==> config.mk <==
export PLATFORM = sky130hd
export DESIGN_NAME = secded_codec
export DESIGN_NICKNAME = d
export VERILOG_FILES = /design/src/rtl/secded_pkg.sv /design/src/rtl/secded_hparity.sv /design/src/rtl/secded_enc.sv /design/src/rtl/secded_dec.sv /design/src/rtl/secded_codec.sv
export SDC_FILE = /design/constraint.sdc
export NUM_CORES = 1
export LEC_CHECK = 0
export BUFFER_PORTS_ARGS = -buffer_cell sky130_fd_sc_hd__buf_2
export CORE_MARGIN = 1
export CORE_UTILIZATION = 45
export DETAILED_ROUTE_END_ITERATION = 8
export GPL_ROUTABILITY_DRIVEN = 0
export GPL_TIMING_DRIVEN = 1
export PLACE_DENSITY = 0.8
export SYNTH_ARGS = -nofsm -noshare
export SYNTH_HDL_FRONTEND = slang
export SYNTH_SLANG_ARGS = --single-unit
export TNS_END_PERCENT = 20
==> constraint.sdc <==
create_clock -name clk -period 5.6 [get_ports clk]
set_input_delay 0.28 -clock clk [delete_from_list [all_inputs] [get_ports clk]]
set_output_delay 0.28 -clock clk [all_outputs]
set_load 0.02 [all_outputs]
==> src/rtl/secded_pkg.sv <==
package secded_pkg;

  // Smallest number of Hamming bits r with 2^r >= dw + r + 1
  function automatic int ham_bits(input int dw);
    for (int r = 1; r < 8; r++)
      if ((1 << r) >= dw + r + 1) return r;
    return 8;
  endfunction

  // Code position (1-based) of data bit idx: skip powers of two
  function automatic int data_pos(input int idx);
    int cnt;
    cnt = 0;
    for (int p = 3; p < 128; p++) begin
      if ((p & (p - 1)) != 0) begin
        if (cnt == idx) return p;
        cnt++;
      end
    end
    return 0;
  endfunction

  // Mask of data bits covered by Hamming bit j
  function automatic logic [63:0] cover_mask(input int j, input int dw);
    logic [63:0] m;
    m = '0;
    for (int i = 0; i < dw; i++)
      if (((data_pos(i) >> j) & 1) == 1) m[i] = 1'b1;
    return m;
  endfunction

endpackage

==> src/rtl/secded_hparity.sv <==
module secded_hparity
  import secded_pkg::*;
#(
  parameter int DATA_W = 8,
  localparam int HAM_W = ham_bits(DATA_W)
) (
  input  logic [DATA_W-1:0] data_i,
  output logic [HAM_W-1:0]  ham_o
);

  for (genvar j = 0; j < HAM_W; j++) begin : g_bit
    localparam logic [63:0] MASK = cover_mask(j, DATA_W);
    assign ham_o[j] = ^(data_i & MASK[DATA_W-1:0]);
  end

endmodule

==> src/rtl/secded_enc.sv <==
module secded_enc
  import secded_pkg::*;
#(
  parameter int DATA_W = 8,
  localparam int HAM_W = ham_bits(DATA_W),
  localparam int CHK_W = HAM_W + 1
) (
  input  logic              clk,
  input  logic              rst,
  input  logic              vld_i,
  input  logic [DATA_W-1:0] data_i,
  output logic              vld_o,
  output logic [CHK_W-1:0]  chk_o
);

  logic [HAM_W-1:0] ham;
  logic             overall;

  secded_hparity #(.DATA_W(DATA_W)) u_hp (
    .data_i (data_i),
    .ham_o  (ham)
  );

  assign overall = (^data_i) ^ (^ham);

  always_ff @(posedge clk) begin
    if (rst) begin
      vld_o <= 1'b0;
      chk_o <= '0;
    end else begin
      vld_o <= vld_i;
      if (vld_i) chk_o <= {overall, ham};
    end
  end

  p_enc_lat_r4: assert property (@(posedge clk) disable iff (rst)
    vld_i |=> vld_o);
  p_enc_idle_r4: assert property (@(posedge clk) disable iff (rst)
    !vld_i |=> !vld_o);
  p_enc_even_r2: assert property (@(posedge clk) disable iff (rst)
    vld_i |=> (^{$past(data_i), chk_o}) == 1'b0);

endmodule

==> src/rtl/secded_dec.sv <==
module secded_dec
  import secded_pkg::*;
#(
  parameter int DATA_W = 8,
  localparam int HAM_W = ham_bits(DATA_W),
  localparam int CHK_W = HAM_W + 1
) (
  input  logic              clk,
  input  logic              rst,
  input  logic              vld_i,
  input  logic [DATA_W-1:0] data_i,
  input  logic [CHK_W-1:0]  chk_i,
  output logic              vld_o,
  output logic [DATA_W-1:0] data_o,
  output logic              sec_o,
  output logic              ded_o
);

  logic [HAM_W-1:0]  ham_calc;
  logic [HAM_W-1:0]  syn;
  logic              perr;
  logic [DATA_W-1:0] flip;

  secded_hparity #(.DATA_W(DATA_W)) u_hp (
    .data_i (data_i),
    .ham_o  (ham_calc)
  );

  assign syn  = ham_calc ^ chk_i[HAM_W-1:0];
  assign perr = ^{data_i, chk_i};

  // A data bit is flipped back only when overall parity fails and the
  // syndrome names exactly that bit's position.
  for (genvar i = 0; i < DATA_W; i++) begin : g_fix
    localparam logic [HAM_W-1:0] POS = HAM_W'(data_pos(i));
    assign flip[i] = perr && (syn == POS);
  end

  always_ff @(posedge clk) begin
    if (rst) begin
      vld_o  <= 1'b0;
      data_o <= '0;
      sec_o  <= 1'b0;
      ded_o  <= 1'b0;
    end else begin
      vld_o <= vld_i;
      sec_o <= vld_i && perr;
      ded_o <= vld_i && !perr && (syn != '0);
      if (vld_i) data_o <= data_i ^ flip;
    end
  end

  p_dec_lat_r4: assert property (@(posedge clk) disable iff (rst)
    vld_i |=> vld_o);
  p_flags_excl_r8: assert property (@(posedge clk) disable iff (rst)
    !(sec_o && ded_o));
  p_flags_idle_r11: assert property (@(posedge clk) disable iff (rst)
    !vld_i |=> (!sec_o && !ded_o));
  p_ded_pass_r8: assert property (@(posedge clk) disable iff (rst)
    vld_i |=> (!ded_o || data_o == $past(data_i)));
  p_clean_pass_r5: assert property (@(posedge clk) disable iff (rst)
    vld_i |=> (sec_o || ded_o || data_o == $past(data_i)));
  p_one_fix_r6: assert property (@(posedge clk) disable iff (rst)
    vld_i |=> $countones(data_o ^ $past(data_i)) <= 1);

endmodule

==> src/rtl/secded_codec.sv <==
module secded_codec
  import secded_pkg::*;
#(
  parameter int DATA_W = 8,
  localparam int CHK_W = ham_bits(DATA_W) + 1
) (
  input  logic              clk,
  input  logic              rst,
  input  logic              enc_vld_i,
  input  logic [DATA_W-1:0] enc_data_i,
  output logic              enc_vld_o,
  output logic [CHK_W-1:0]  enc_chk_o,
  input  logic              dec_vld_i,
  input  logic [DATA_W-1:0] dec_data_i,
  input  logic [CHK_W-1:0]  dec_chk_i,
  output logic              dec_vld_o,
  output logic [DATA_W-1:0] dec_data_o,
  output logic              dec_sec_o,
  output logic              dec_ded_o
);

  secded_enc #(.DATA_W(DATA_W)) u_enc (
    .clk    (clk),
    .rst    (rst),
    .vld_i  (enc_vld_i),
    .data_i (enc_data_i),
    .vld_o  (enc_vld_o),
    .chk_o  (enc_chk_o)
  );

  secded_dec #(.DATA_W(DATA_W)) u_dec (
    .clk    (clk),
    .rst    (rst),
    .vld_i  (dec_vld_i),
    .data_i (dec_data_i),
    .chk_i  (dec_chk_i),
    .vld_o  (dec_vld_o),
    .data_o (dec_data_o),
    .sec_o  (dec_sec_o),
    .ded_o  (dec_ded_o)
  );

endmodule

; After elaboration in Yosys (flattened, before gate mapping)
; Index checks and enable logic that the tools add are counted.
[totals]
regBits = 17
latch_bits = 0
ramBits = 0
rom_bits = 0
input_bits = 25
out_inout_bits = 17
wordCells = 41
mem_count = 0
[op_classes]
add_sub_neg = 0
n_mul = 0
n_div = 0
order_cmp = 0
eq_ne = 8
shift = 0
n_mux = 0
n_bitwise = 3
reduce_logical = 24
[op_table]
columns = operator, n
row1 = 8-bit parity, 9
row2 = "4-bit equality test, second input constant", 4
row3 = 13-bit parity, 1
row4 = "4-bit by 3-bit equality test with 1-bit output, second input constant", 3
row5 = 1-bit logical AND, 11
row6 = 8-bit XOR, 1
row7 = "4-bit by 2-bit equality test with 1-bit output, second input constant", 1
row8 = 4-bit nonzero test, 1
row9 = 4-bit parity, 1
row10 = 4-bit XOR, 1
row11 = 1-bit logical NOT, 1
row12 = 1-bit XOR, 1

; Logic depth before layout (Yosys ltp)
; Gate-level depths: netlist of run 1.
[depth]
word_depth = 5
mapped_depth = 7
ltp_nobuf = 6

; By module
; Synthesis of run 1 repeated with hierarchy kept, for this count alone.
[unflattened]
cells_unflattened = 120
area_unflattened_um2 = 1224.9
[modules_own_cells]
columns = module, n_inst, cells_per_inst, area_per_inst_um2, seq_area_each_um2
row1 = secded_dec, 1, 72, 684.4, 220.2
row2 = secded_enc, 1, 28, 310.3, 120.1
row3 = secded_hparity, 2, 10, 115.1, 0.0

; Worst setup path after synthesis of run 1
; OpenSTA, ideal clock, no wires.
[synth_timing]
path_kind = input -> register
from = input port dec_data_i[3]
to = register u_dec.data_o[4]
setup_time_ns = 0.091
t_arrival_ns = 2.247
t_required_ns = 5.509
setup_slack_ns = 3.262
path_stages = 7
path_buffers = 1
path_cell_list = buf_6 -> xnor3_2 -> xor2_4 -> xnor2_4 -> mux2i_1 -> or4_1 -> a311oi_1
[synth_between]
elab_chain_len = 5
elab_cells_between_ends = 8
classes_between = eq/ne (1) / bitwise (2) / reduce/logical (5)
[synth_rtl]
columns = element, line_no
row1 = "start, declared", secded_codec.sv:14  ; input logic [DATA_W-1:0] dec_data_i,
row2 = 8-bit parity, secded_hparity.sv:13  ; assign ham_o[j] = ^(data_i & MASK[DATA_W-1:0]);
row3 = 4-bit XOR, secded_dec.sv:29  ; assign syn = ham_calc ^ chk_i[HAM_W-1:0];
row4 = 4-bit equality test, secded_dec.sv:36  ; assign flip[i] = perr && (syn == POS);
row5 = 1-bit logical AND *, secded_dec.sv:36
row6 = 8-bit XOR *, secded_dec.sv:49  ; if (vld_i) data_o <= data_i ^ flip;
row7 = "end signal, assigned", secded_dec.sv:49
row8 = "end, declared", secded_dec.sv:14  ; output logic [DATA_W-1:0] data_o,
; Mark *: on every way between the ends. The rest lies on a longest branch, timed or not.
; A chain may end at the register's enable or synchronous reset.

; Worst setup path in the final report of run 1
[layout_timing]
from = input port dec_data_i[3]
to = register u_dec.data_o[5]
; Same word-level chain as after synthesis.

==> results of run 1 <==
## synthesized netlist by cell type (all sizes together) (2+ instances only)
cell type,instances,share of area
o31ai,2,0.013
nor2,16,0.051
nor2b,3,0.016
or4,2,0.013
dfxtp,17,0.29
a311oi,7,0.052
mux2i,5,0.043
nand2,5,0.016
a31oi,2,0.011
a211oi,2,0.013
xnor2,24,0.20
xnor3,3,0.059
o21ai,5,0.021
clkbuf,5,0.016
and2,2,0.011
nand2b,2,0.011
nand3,2,0.0086
or3,5,0.027
xor2,4,0.046
## power breakdown
group	switching (mW)	leakage [nW]	internal, mW	total (mW)
registers	0.00548	0.141	0.134	0.140
logic	0.111	0.454	0.0821	0.193
clock network	0.0359	0.0150	0.0276	0.0635
total	0.152	0.610	0.244	0.396
## sequential cells by signal, summed over array words and instances (netlist names)
register      count
u_dec.data_o      8
u_enc.vld_o       1
u_dec.vld_o       1
u_dec.sec_o       1
u_enc.chk_o       5
u_dec.ded_o       1
## kinds of logic (layout without fill, tap and decap cells)
| kind of cell | count (synthesis) | after routing | synth area share |
|---|---|---|---|
| and+or+nand+nor | 42 | 42 | 0.1850 |
| xor gates and xnor gates | 32 | 32 | 0.3209 |
| AOI/OAI and AO/OA | 21 | 21 | 0.1315 |
| DFF | 17 | 17 | 0.2909 |
| buffers and inverters | 7 | 46 | 0.02887 |
| muxes | 5 | 5 | 0.04278 |
## path summary, 6_finish.rpt
path	endpoint	slack (ns)	depth (start not counted)
worst max-delay path	u_dec.data_o[5]	3.29	7
worst min register to register	u_dec.data_o[6]	0.49	2
worst min-delay path	u_dec.data_o[4]	0.30	3
worst max register to register	u_dec.data_o[3]	4.66	3
## through the flow
stage | worst slack, ns | util
floorplan | 3.262 | -
global placement | 3.119 | 0.5581
detailed placement | 2.984 | 0.5581
CTS | 3.285 | 0.5687
global route | 3.093 | 0.5687
finish | 3.285 | 0.5687
## critical path, delay by kind of cell
family,cells,cell delay [ns]
compound gates,1,0.26
xor+xnor,3,1.02
buf+inv,1,0.17
mux,1,0.23
simple gates,1,0.55
## per-layer routing
| layer | global-route usage | part of all wire | up-vias |
|---|---|---|---|
| met2 | 0.3650 | 0.55 | 27 |
| met5 | 0 | 0 | - |
| li1 | - | - | 517 |
| met1 | 0.2066 | 0.42 | 480 |
| met4 | 0.07018 | 0 | 0 |
| met3 | 0.02874 | 0.029 | 0 |
## cell type report
type / count / area, um2
multi-input combinational: 100 / 795.8
timing repair buffer: 41 / 205.2
fill: 239 / 1069
inverter: 1 / 3.754
tap: 30 / 37.54
sequential: 17 / 340.3
clock buffer: 4 / 26.28
==> metrics.txt, run 1 <==
routed wire length per instance 12.19 um; Setup crit start kind input pin; max_cap viols 0; slew of the pin with the lowest slew margin 0.7647 ns; Final Non-Filler Cells 193; CTS Sinks 17; post-route setup TNS 0 ns; CTS tree built; Final Cell Area 0.001409 mm2; Reg clk slew, reported paths 0.10 ns; CP peak stage delay 0.55 ns; static leakage 0.6102 nW; placed cell count 189; Crit Path Class input pin to flip-flop; # setup viols final 0; largest net degree at the start of global routing 20; Seq cells post-synth 17; drt via density 5.306; Hold WS 0.3039 ns; worst-path cell chain buf_2, xnor3_2, xor2_4, xnor2_4, mux2i_1, or4_1, a311oi_1; final wirelength 2353 um; Design Power 0.3958 mW; data arrival time of the worst path 2.51 ns; mean post-synth cell area 9.434 um2; synthesized instance count 124; Cell Area, Placed 0.001383 mm2; chip height 52.99 um; HP Class input pin to flip-flop; slew margin rel. 0.4865; most common cell after layout, fill and taps aside buf_2; initial antenna violation count 0; worst path required time 5.80 ns; slowest CP cell or4_1; Die W 52.99 um; Post-synth EDFFs 0; Root Driver clkbuf_4; clock latency on the worst-skew pair 0.28 ns; commonest cells after routing, fill and taps aside buf_2 (41), xnor2_1 (23), dfxtp_1 (17); sequential area share after synthesis 0.2909; post-cts resize count 0; ys async rst share 0; Final Net Count 189; routed vias 1024; Reg2Reg Launch Point u_dec.data_o[3]; unrepaired setup endpoints after global routing false; vias in the first global route 934; first-pass GRT wire length 3912 um; Post-Syn Area 0.001170 mm2; Min-Delay Startpoint dec_data_i[4]; DRC 0; core footprint 0.002477 mm2; Ports 42; Fmax 432.0 MHz; Period minus WS final 2.315 ns; share of layout cells above drive strength 1 0.2883; ANT cells 0; Hold Vio Cnt, Final 0; Final period util 0.4133; CP Launch Point dec_data_i[3]; Ys Warns 0; H-tree depth 1; VDD IR max 0.1764 mV; Syn Nets 149; # port buffers 41; Bufs on Longest Clock Path 2; skew final 0 ns; post-route ant nets 0; Slew Limit Fails 0; TritonRoute pass-1 iters 6; Total Routing Usage GR 0.1906; GRT overflow 0; setup bufs post-CTS 0; outcome completed; die area 0.002807 mm2; pwr dens 281.0 mW/mm2; Rows 18; initial core utilization 0.4722; drt first-iter violations 11; crit-path max FO 10; Area Overhead vs Synth 20.43%; hold_buf cts 0; Detailed Place HPWL 1962 um; Setup crit end kind flip-flop; Synth Flop Type dfxtp_1; Num CTS Buffers 3; unique cell type count in the Yosys netlist 33
Power figures use the tool's default switching activity.
==> inputs of run 2 (changes only) <==
- clock period: 5.6 -> 2.19 ns (I/O delays scaled with it)
==> run 2 against run 1 <==
  * Sequential power increased to 2.5 times the previous value
  * Wire length rose by 8.7%
  * Utilization up 3.6 points
  * Worst setup slack got worse by 3.1 ns
  * Sequential share of layout area down 1.5 points
==> metrics.txt, run 2 (synthesized netlist as in run 1, its figures left out) <==
ANT cells 0; Top delay family on crit path XOR/XNOR gates; final wirelength 2557 um; most common cell after layout, fill and taps aside buf_2; largest net degree at the start of global routing 20; Fmax 504.5 MHz; routed wire length per instance 12.47 um; unrepaired setup endpoints after global routing false; Root Driver clkbuf_4; drt via density 5.249; Ports 42; reg2reg path depth 3; TritonRoute pass-1 iters 6; r2r setup slk 1.26 ns; slew margin rel. 0.5805; vias in the first global route 1025; setup slack after layout 0.2078 ns; Setup crit start kind input pin; slowest CP cell xnor3_1; static leakage 0.6667 nW; post-route ant nets 0; core footprint 0.002477 mm2; slew of the pin with the lowest slew margin 0.6248 ns; hold_buf cts 0; pre-CTS worst setup slack -0.1157 ns; DRC 0; pwr dens 725.6 mW/mm2; die area 0.002807 mm2; Period minus WS final 1.982 ns; initial core utilization 0.4722; Crit Path Class input pin to flip-flop; worst path required time 2.37 ns; outcome completed; clock latency on the worst-skew pair 0.27 ns; first-pass GRT wire length 4057 um; Slew Limit Fails 0; worst-path cell chain buf_2, xnor3_1, xnor2_1, xnor2_4, mux2i_1, buf_4, or3_1, a311oi_1; skew final 0 ns; placed cell count 201; filler cell count in the final layout 234; Die W 52.99 um; crit-path max FO 5; Final Non-Filler Cells 205; Multi-input gate area 795.8 um2; Final period util 0.9051; routed vias 1076; CTS Sinks 17; Top reg by flops u_dec.data_o; GRT overflow 0; register area 340.3 um2; VDD IR max 0.4356 mV; Total Routing Usage GR 0.1965; Num CTS Buffers 3; Final Cell Area 0.001499 mm2; HP Class input pin to flip-flop; Design Power 1.088 mW; Hold WS 0.1318 ns; CTS tree built; Area Overhead vs Synth 28.13%; max reg flops 8; initial antenna violation count 0; Hold Vio Cnt, Final 0; Final Net Count 201; hold path depth 3; data arrival time of the worst path 2.16 ns; Reg clk slew, reported paths 0.10 ns; post-cts resize count 0; Bufs on Longest Clock Path 2; Layout Utilization 0.6051; # port buffers 41; share of layout cells above drive strength 1 0.3371; # setup viols final 0; post-route setup TNS 0 ns; CP Depth 8; top flop regs u_dec.data_o x8, u_enc.chk_o x5; CP peak stage delay 0.44 ns; setup bufs post-CTS 0; drt first-iter violations 17; Setup crit end kind flip-flop; max_cap viols 0; commonest cells after routing, fill and taps aside buf_2 (41), xnor2_1 (23), dfxtp_1 (17); crit path buf inv count 2; Cell Area, Placed 0.001473 mm2; chip height 52.99 um; Detailed Place HPWL 2189 um; Rows 18; H-tree depth 1
run 2: per-layer routing:
layer,wire length [um],track usage,share of wire,vias up
li1,-,-,-,544
met1,1055,0.2132,0.41,501
met2,1404,0.3797,0.55,27
met3,64,0.02011,0.025,4
met4,33,0.07895,0.013,0
met5,0,0,0,-
run 2: final timing paths:
path / startpoint / to
setup / recovery: dec_data_i[4] / u_dec.data_o[0]
hold / removal: dec_data_i[4] / u_dec.data_o[4]
setup reg to reg: u_dec.data_o[3] / u_dec.data_o[3]
hold reg to reg: u_dec.data_o[6] / u_dec.data_o[6]
run 2: worst min-delay path, delay by kind of cell:
family	cells	cell delay, ns
buffers and inverters	1	0.12
AO/OA/AOI/OAI	2	0.14
run 2: area by class of cell:
type                       count  area share
tap                           30     0.02504
clock buffer                   4     0.01753
sequential                    17      0.2270
timing repair buffer          53      0.1970
multi-input combinational    100      0.5309
inverter                       1    0.002504
run 2: power by group:
| part | internal [mW] | switching (mW) | leakage [nW] | total (mW) |
|---|---|---|---|---|
| sequential | 0.343 | 0.0130 | 0.141 | 0.356 |
| combinational | 0.268 | 0.300 | 0.511 | 0.568 |
| clock | 0.0706 | 0.0930 | 0.0150 | 0.164 |
